File: config.mk
export PLATFORM = sky130hd
export DESIGN_NAME = preset_negate_alu
export DESIGN_NICKNAME = d
export VERILOG_FILES = /design/src/rtl/alu_pkg.sv /design/src/rtl/operand_prep.sv /design/src/rtl/alu_core.sv /design/src/rtl/preset_negate_alu.sv
export SDC_FILE = /design/constraint.sdc
export NUM_CORES = 1
export LEC_CHECK = 0
export ABC_AREA = 1
export BUFFER_PORTS_ARGS = -buffer_cell sky130_fd_sc_hd__buf_4
export CAP_MARGIN = 20
export CORE_MARGIN = 1
export CORE_UTILIZATION = 59
export CTS_CLUSTER_SIZE = 16
export DETAILED_ROUTE_END_ITERATION = 10
export PLACE_DENSITY_LB_ADDON = 0.08
export RECOVER_POWER = 50
export SYNTH_ARGS = -nofsm -noshare
export SYNTH_HDL_FRONTEND = slang
export SYNTH_SLANG_ARGS = --single-unit
File: constraint.sdc
create_clock -name clk -period 4.56 [get_ports clk]
set_clock_uncertainty 0.2 [all_clocks]
set_input_delay 0.456 -clock clk [delete_from_list [all_inputs] [get_ports clk]]
set_output_delay 0.456 -clock clk [all_outputs]
set_load 0.01 [all_outputs]
File: src/rtl/alu_pkg.sv
package alu_pkg;

    typedef struct packed {
        logic zero_a;
        logic inv_a;
        logic zero_b;
        logic inv_b;
        logic sel_add;
        logic inv_out;
    } alu_ctl_t;

    localparam int CTL_BITS = $bits(alu_ctl_t);

endpackage

File: src/rtl/operand_prep.sv
module operand_prep #(
    parameter int W = 16
) (
    input  logic [W-1:0] raw,
    input  logic         force_zero,
    input  logic         invert,
    output logic [W-1:0] cond
);
    logic [W-1:0] zeroed;

    always_comb begin
        zeroed = force_zero ? '0 : raw;
        cond   = invert ? ~zeroed : zeroed;
    end

    // R3 / R4 ordering: zero then invert yields all ones
    always_comb begin
        if (force_zero && invert) begin
            a_r4_zero_then_invert: assert (&cond);
        end
    end
endmodule

File: src/rtl/alu_core.sv
module alu_core #(
    parameter int W = 16
) (
    input  logic [W-1:0] a,
    input  logic [W-1:0] b,
    input  logic         sel_add,
    input  logic         inv_out,
    output logic [W-1:0] value
);
    logic [W-1:0] core;

    always_comb begin
        core  = sel_add ? (a + b) : (a & b);
        value = inv_out ? ~core : core;
    end
endmodule

File: src/rtl/preset_negate_alu.sv
module preset_negate_alu #(
    parameter int W = 16
) (
    input  logic         clk,
    input  logic         rst_n,
    input  logic [W-1:0] op_a,
    input  logic [W-1:0] op_b,
    input  logic         zero_a,
    input  logic         inv_a,
    input  logic         zero_b,
    input  logic         inv_b,
    input  logic         sel_add,
    input  logic         inv_out,
    output logic [W-1:0] result,
    output logic         is_zero,
    output logic         is_neg
);
    import alu_pkg::*;

    localparam int MSB = W - 1;

    typedef struct packed {
        logic [W-1:0] res;
        logic         zero;
        logic         neg;
        logic         primed;
    } state_t;

    alu_ctl_t     ctl;
    logic [W-1:0] a_cond;
    logic [W-1:0] b_cond;
    logic [W-1:0] value;
    state_t       st_d;
    state_t       st_q;

    assign ctl = '{zero_a: zero_a, inv_a: inv_a, zero_b: zero_b,
                   inv_b: inv_b, sel_add: sel_add, inv_out: inv_out};

    operand_prep #(.W(W)) u_prep_a (
        .raw(op_a), .force_zero(ctl.zero_a), .invert(ctl.inv_a), .cond(a_cond)
    );

    operand_prep #(.W(W)) u_prep_b (
        .raw(op_b), .force_zero(ctl.zero_b), .invert(ctl.inv_b), .cond(b_cond)
    );

    alu_core #(.W(W)) u_core (
        .a(a_cond), .b(b_cond), .sel_add(ctl.sel_add), .inv_out(ctl.inv_out),
        .value(value)
    );

    always_comb begin
        st_d        = st_q;
        st_d.res    = value;
        st_d.zero   = (value == '0);
        st_d.neg    = value[MSB];
        st_d.primed = 1'b1;
    end

    always_ff @(posedge clk) begin
        if (!rst_n) begin
            st_q <= '{res: '0, zero: 1'b1, neg: 1'b0, primed: 1'b0};
        end else begin
            st_q <= st_d;
        end
    end

    assign result  = st_q.res;
    assign is_zero = st_q.zero;
    assign is_neg  = st_q.neg;

    a_r1_reset_state: assert property (@(posedge clk)
        !rst_n |=> (result == '0 && is_zero && !is_neg));

    a_r7_zero_flag: assert property (@(posedge clk) disable iff (!rst_n)
        is_zero == (result == '0));

    a_r8_sign_flag: assert property (@(posedge clk) disable iff (!rst_n)
        is_neg == result[MSB]);

    a_r5_and_path: assert property (@(posedge clk) disable iff (!rst_n)
        (st_q.primed && rst_n && ctl == alu_ctl_t'(6'b000000))
        |=> (result == $past(op_a & op_b)));

    a_r5_add_path: assert property (@(posedge clk) disable iff (!rst_n)
        (st_q.primed && rst_n && ctl == alu_ctl_t'(6'b000010))
        |=> (result == W'($past(op_a) + $past(op_b))));

    a_r9_minus_one: assert property (@(posedge clk) disable iff (!rst_n)
        (rst_n && ctl == alu_ctl_t'(6'b111010)) |=> (&result));
endmodule

==> Yosys cells after proc, flatten, opt, wreduce, memory -nomap -nowiden <==
Cells that the tools add are included.
{ "op_classes": {"n_bitwise": 4, "mux": 6, "addsub": 1, "reduce_logical": 1} }
{ "op_table": {"columns": ["operator", "count"], "rows": [
  ["16-bit two-way mux", 6],
  ["16-bit NOT", 3],
  ["16-bit adder", 1],
  ["16-bit bitwise AND", 1],
  ["16-bit zero test", 1]
]} }
{ "totals": {"word_cells": 15, "register_bits": 18, "inputBits": 40} }

==> Logic depth before layout (Yosys ltp) <==
{ "logic_depth": {"word_depth": 8, "ltp_mapped": 21, "ltp_nobuf": 21} }

==> By module <==
A second synthesis with hierarchy kept.
{ "unflattened": {"cells_unflattened": 489, "area_unflattened_um2": 2763.9} }
{ "modules_own_cells": {"columns": ["module", "area_each_um2", "cells_per_inst", "n_inst"], "rows": [
  ["alu_core", 1411.4, 277, 1],
  ["operand_prep", 399.1, 72, 2],
  ["preset_negate_alu", 554.3, 68, 1]
]} }

==> Worst setup path after synthesis <==
OpenSTA, ideal clock, no wires.
{ "synth_path": {"path_kind": "input to register", "start": "in inv_b", "end": "reg st_q, in the netlist is_zero", "t_required_ns": 4.302, "setup_ns": 0.058, "slack_ns": 1.572, "path_stages": 20, "t_arrival_ns": 2.730, "cell_sequence": "clkbuf_1 > buf_2 > xnor2_1 > ha_1 > fa_1 > nand2_1 > nand2_1 > nand3_2 > nand2_2 > nand2_1 > nand2_1 > nand2_1 > nand3_1 > nand2_1 > nand2_1 > nand2_1 > nand2_1 > nor2_1 > nand3_1 > nand2_1"} }
{ "synth_via": {"elab_chain_len": 6, "word_cells_on_any_way": 7, "cone_classes": "add/sub (1); mux (3); bitwise (2); reduce/logical (1)"} }
{ "synth_rtl": {"columns": ["item", "line_no", "rtl"], "rows": [
  ["start: declaration", "preset_negate_alu.sv:11", "input logic inv_b,"],
  ["16-bit two-way mux (*)", "operand_prep.sv:13", "cond = invert ? ~zeroed : zeroed;"],
  ["16-bit adder or 16-bit bitwise AND (tied branches)", "alu_core.sv:13", "core = sel_add ? (a + b) : (a & b);"],
  ["16-bit two-way mux (*)", "alu_core.sv:13", null],
  ["16-bit NOT", "alu_core.sv:14", "value = inv_out ? ~core : core;"],
  ["16-bit two-way mux (*)", "alu_core.sv:14", null],
  ["16-bit zero test (*)", "preset_negate_alu.sv:55", "st_d.zero = (value == '0);"],
  ["end signal: assignment", "preset_negate_alu.sv:62", "st_q <= '{res: '0, zero: 1'b1, neg: 1'b0, primed: 1'b0};"],
  ["end signal: assignment", "preset_negate_alu.sv:64", "st_q <= st_d;"],
  ["end: declaration", "preset_negate_alu.sv:34", "state_t st_q;"]
]} }
Every way passes the cells marked *; elsewhere a longest branch is shown, timed or not.
A chain may end at the register's enable or synchronous reset.

==> Worst setup path in the final report <==
{ "layout_path": {"start": "in zero_a", "end": "reg st_q, in the netlist is_zero"} }
{ "layout_via": {"elab_chain_len": 8, "word_cells_on_any_way": 9, "cone_classes": "add/sub (1); mux (4); bitwise (3); reduce/logical (1)"} }
{ "layout_rtl": {"columns": ["item", "line_no", "rtl"], "rows": [
  ["start: declaration", "preset_negate_alu.sv:8", "input logic zero_a,"],
  ["16-bit two-way mux (*)", "operand_prep.sv:12", "zeroed = force_zero ? '0 : raw;"],
  ["16-bit NOT", "operand_prep.sv:13", null],
  ["16-bit two-way mux (*)", "operand_prep.sv:13", null],
  ["16-bit adder or 16-bit bitwise AND (tied branches)", "alu_core.sv:13", null],
  ["16-bit two-way mux (*)", "alu_core.sv:13", null],
  ["16-bit NOT", "alu_core.sv:14", null],
  ["16-bit two-way mux (*)", "alu_core.sv:14", null],
  ["16-bit zero test (*)", "preset_negate_alu.sv:55", null]
]} }
Marked as above.

==> metrics.cfg <==
[timing]
rsz0062_at_grt = no
clock.fmax_mhz = 333
max_slew_margin = 0.695
setup_violations = 0
fin_crit_ns = 3.00
post-route-period-util = 0.659
whs_ns = 0.179
finalHoldViolations = 0
slew_violations = 0
tns_ns = 0
worstMarginPinSlew_ns = 0.457
layout_setup_ws_ns = 1.56

[cts]
cts_made_buffers = 3
cts-resized-gates = 0
postCtsHoldBufs = 0
cts_buffer_depth = 2
h-tree-depth = 1
clkSlewWorstSetupHoldPaths_ns = 0.06
cts_tree = built
cts_root_buf = clkbuf_8
postCtsSetupBuffers = 0
cts_sinks = 17

[finish]
fin_util = 0.745
nets = 542
syn_to_final_growth_pct = 16.4
drive_above_1_share = 0.134
stdcell_area_um2 = 2830
antennaDiodeCount = 0

[floorplanning]
num_rows = 22
start_util = 0.640
die_x_um = 66.2
core-area_um2 = 3800
die_h_um = 66.2
die_area_um2 = 4380
io_pins = 58

[detailed_routing]
vias = 2615
drt-pass1-iter-count = 4
avgViaCountPerCell = 4.92
drt_first_iter_violations = 141
post_drt_wl_per_cell_um = 10.3
drc = 0
drtAntennaViolNets = 0
postRouteWirelength_um = 5480

[synth]
synth_seq_area_share = 0.140
yosysMostFrequentCell = nand2_1
async_flop_share = 0
synth_nets = 495
yosysWarnings = 0
synth_cells = 438
syn_area_per_cell_um2 = 5.55
ys_types = 27
synth_edf_count = 0
synth_top_area_frac = 0.245
ys.flop_type = dfxtp_1
synth_seq_cells = 17
synth_largest_area_cell = nand2_1
synthTopCellsByArea = nand2_1 25%, dfxtp_1 14%, xor2_1 12%, nand3_1 12%, inv_1 10%
syn_area_um2 = 2430
ys_top_cells_by_count = 159 x nand2_1, 68 x inv_1, 57 x nand3_1

[worst_hold_path]
hp-start = rst_n
hold_depth = 2
whs_endpoint = is_zero
hp-class = in2reg

[placed_design]
finalWeightedCongestion = 0.915
place_hpwl_um = 4580
dpl_cell_area_um2 = 2850
place_ws_ns = 1.30
port_buffers = 57

[setup_path]
cp.arrival_ns = 3.00
cpPeakStageDelay_ns = 0.40
cp-end-kind = flop
timing.critical_path.cells = buf_4, inv_1, nand2_1, xor2_1, inv_1, ha_1, fa_1, nand2_1, nand2_1, nand3_2, nand2_2, nand2_1, nand2_1, nand2_1, nand3_1, nand2_1, nand2_1, nand2_1, nand2_1, nor2_1, nand3_1, nand2_1
critPathMaxFanout = 16
crit_path_start_kind = input pin
required_ns = 4.56
cp_slowest_cell = fa_1
cp-startpoint = zero_a
critPathKind = in2reg
cp_common_cell = nand2_1

[global_route]
grt_pass1_vias = 2284
grt.overflow.total = 0
antenna_found_initial = 0
grt_pass1_wl_um = 9630
grt_max_degree = 26
grt.total_usage = 0.277

[outcome]
status = completed

[flow_run]
maxCapViolCount = 0

[pwr]
peakVddDrop_mv = 0.103
power_density_nw_per_um2 = 264
leakage_nw = 1.67

-- how the worst max path moves through the flow --
stage / slack (ns) / to / depth (start not counted)
4_1_cts: 1.57 / is_zero / 22
5_1_grt: 1.22 / is_zero / 20
6_report: 1.56 / is_zero / 22
3_5_place_dp: 1.30 / is_zero / 21
2_1_floorplan: 1.57 / is_zero / 20
3_3_place_gp: 1.41 / is_zero / 22
-- registers in the layout (all words and copies together), names as in the netlist --
signal / count
result: 16
is_zero: 1
-- cells by family after synthesis --
family                   after synthesis  share of synthesized area
AND/OR/NAND/NOR                      263                      0.462
buffers and inverters                 90                      0.146
XOR/XNOR                              35                      0.126
adder cells (fa/ha/maj)               17                     0.0906
flip-flops                            17                      0.140
AO/OA/AOI/OAI                         16                     0.0360
-- stage by stage --
stage               power [mW]  std cells
floorplan                0.531        438
global placement         0.639        528
detailed placement       0.651        528
CTS                      0.762        532
global route             0.827        532
finish                   0.746        532
-- per-layer routing --
metal / vias to the layer above / track usage / share of wire
met5: - / 0 / 0
met2: 85 / 0.463 / 0.44
met4: 0 / 0.106 / 0.018
met1: 1101 / 0.362 / 0.48
li1: 1420 / - / -
met3: 9 / 0.0259 / 0.055
-- report_power, final --
group          internal, mW  switching, mW  total (mW)
clock                0.0619         0.0458       0.108
combinational         0.175          0.290       0.465
sequential            0.168        0.00461       0.173
total                 0.405          0.340       0.746
-- worst max-delay path, delay by kind of cell --
kind | cells | cell delay (ns)
adders and majority gates | 2 | 0.63
and+or+nand+nor | 16 | 1.30
xor gates and xnor gates | 1 | 0.15
buffers and inverters | 3 | 0.47
-- area by class of cell --
cell class	instances	area [um2]
multi-input combinational	331	1740
fill	360	970
timing repair buffer	57	364
sequential	17	340
inverter	75	283
tap	48	60.1
clock buffer	4	45.0
-- layout by cell type, fill, tap and decap left out, types with 2 or more instances in the layout --
master	count
a21oi_1	13
buf_4	40
clkbuf_1	18
clkbuf_8	3
clkinv_1	2
dfxtp_1	17
ha_1	16
inv_1	68
inv_2	4
nand2_1	159
nand2_2	9
nand3_1	57
nand3_2	3
nor2_1	28
or2_2	2
xor2_1	34
No activity file was read; power rests on OpenSTA's default activity.
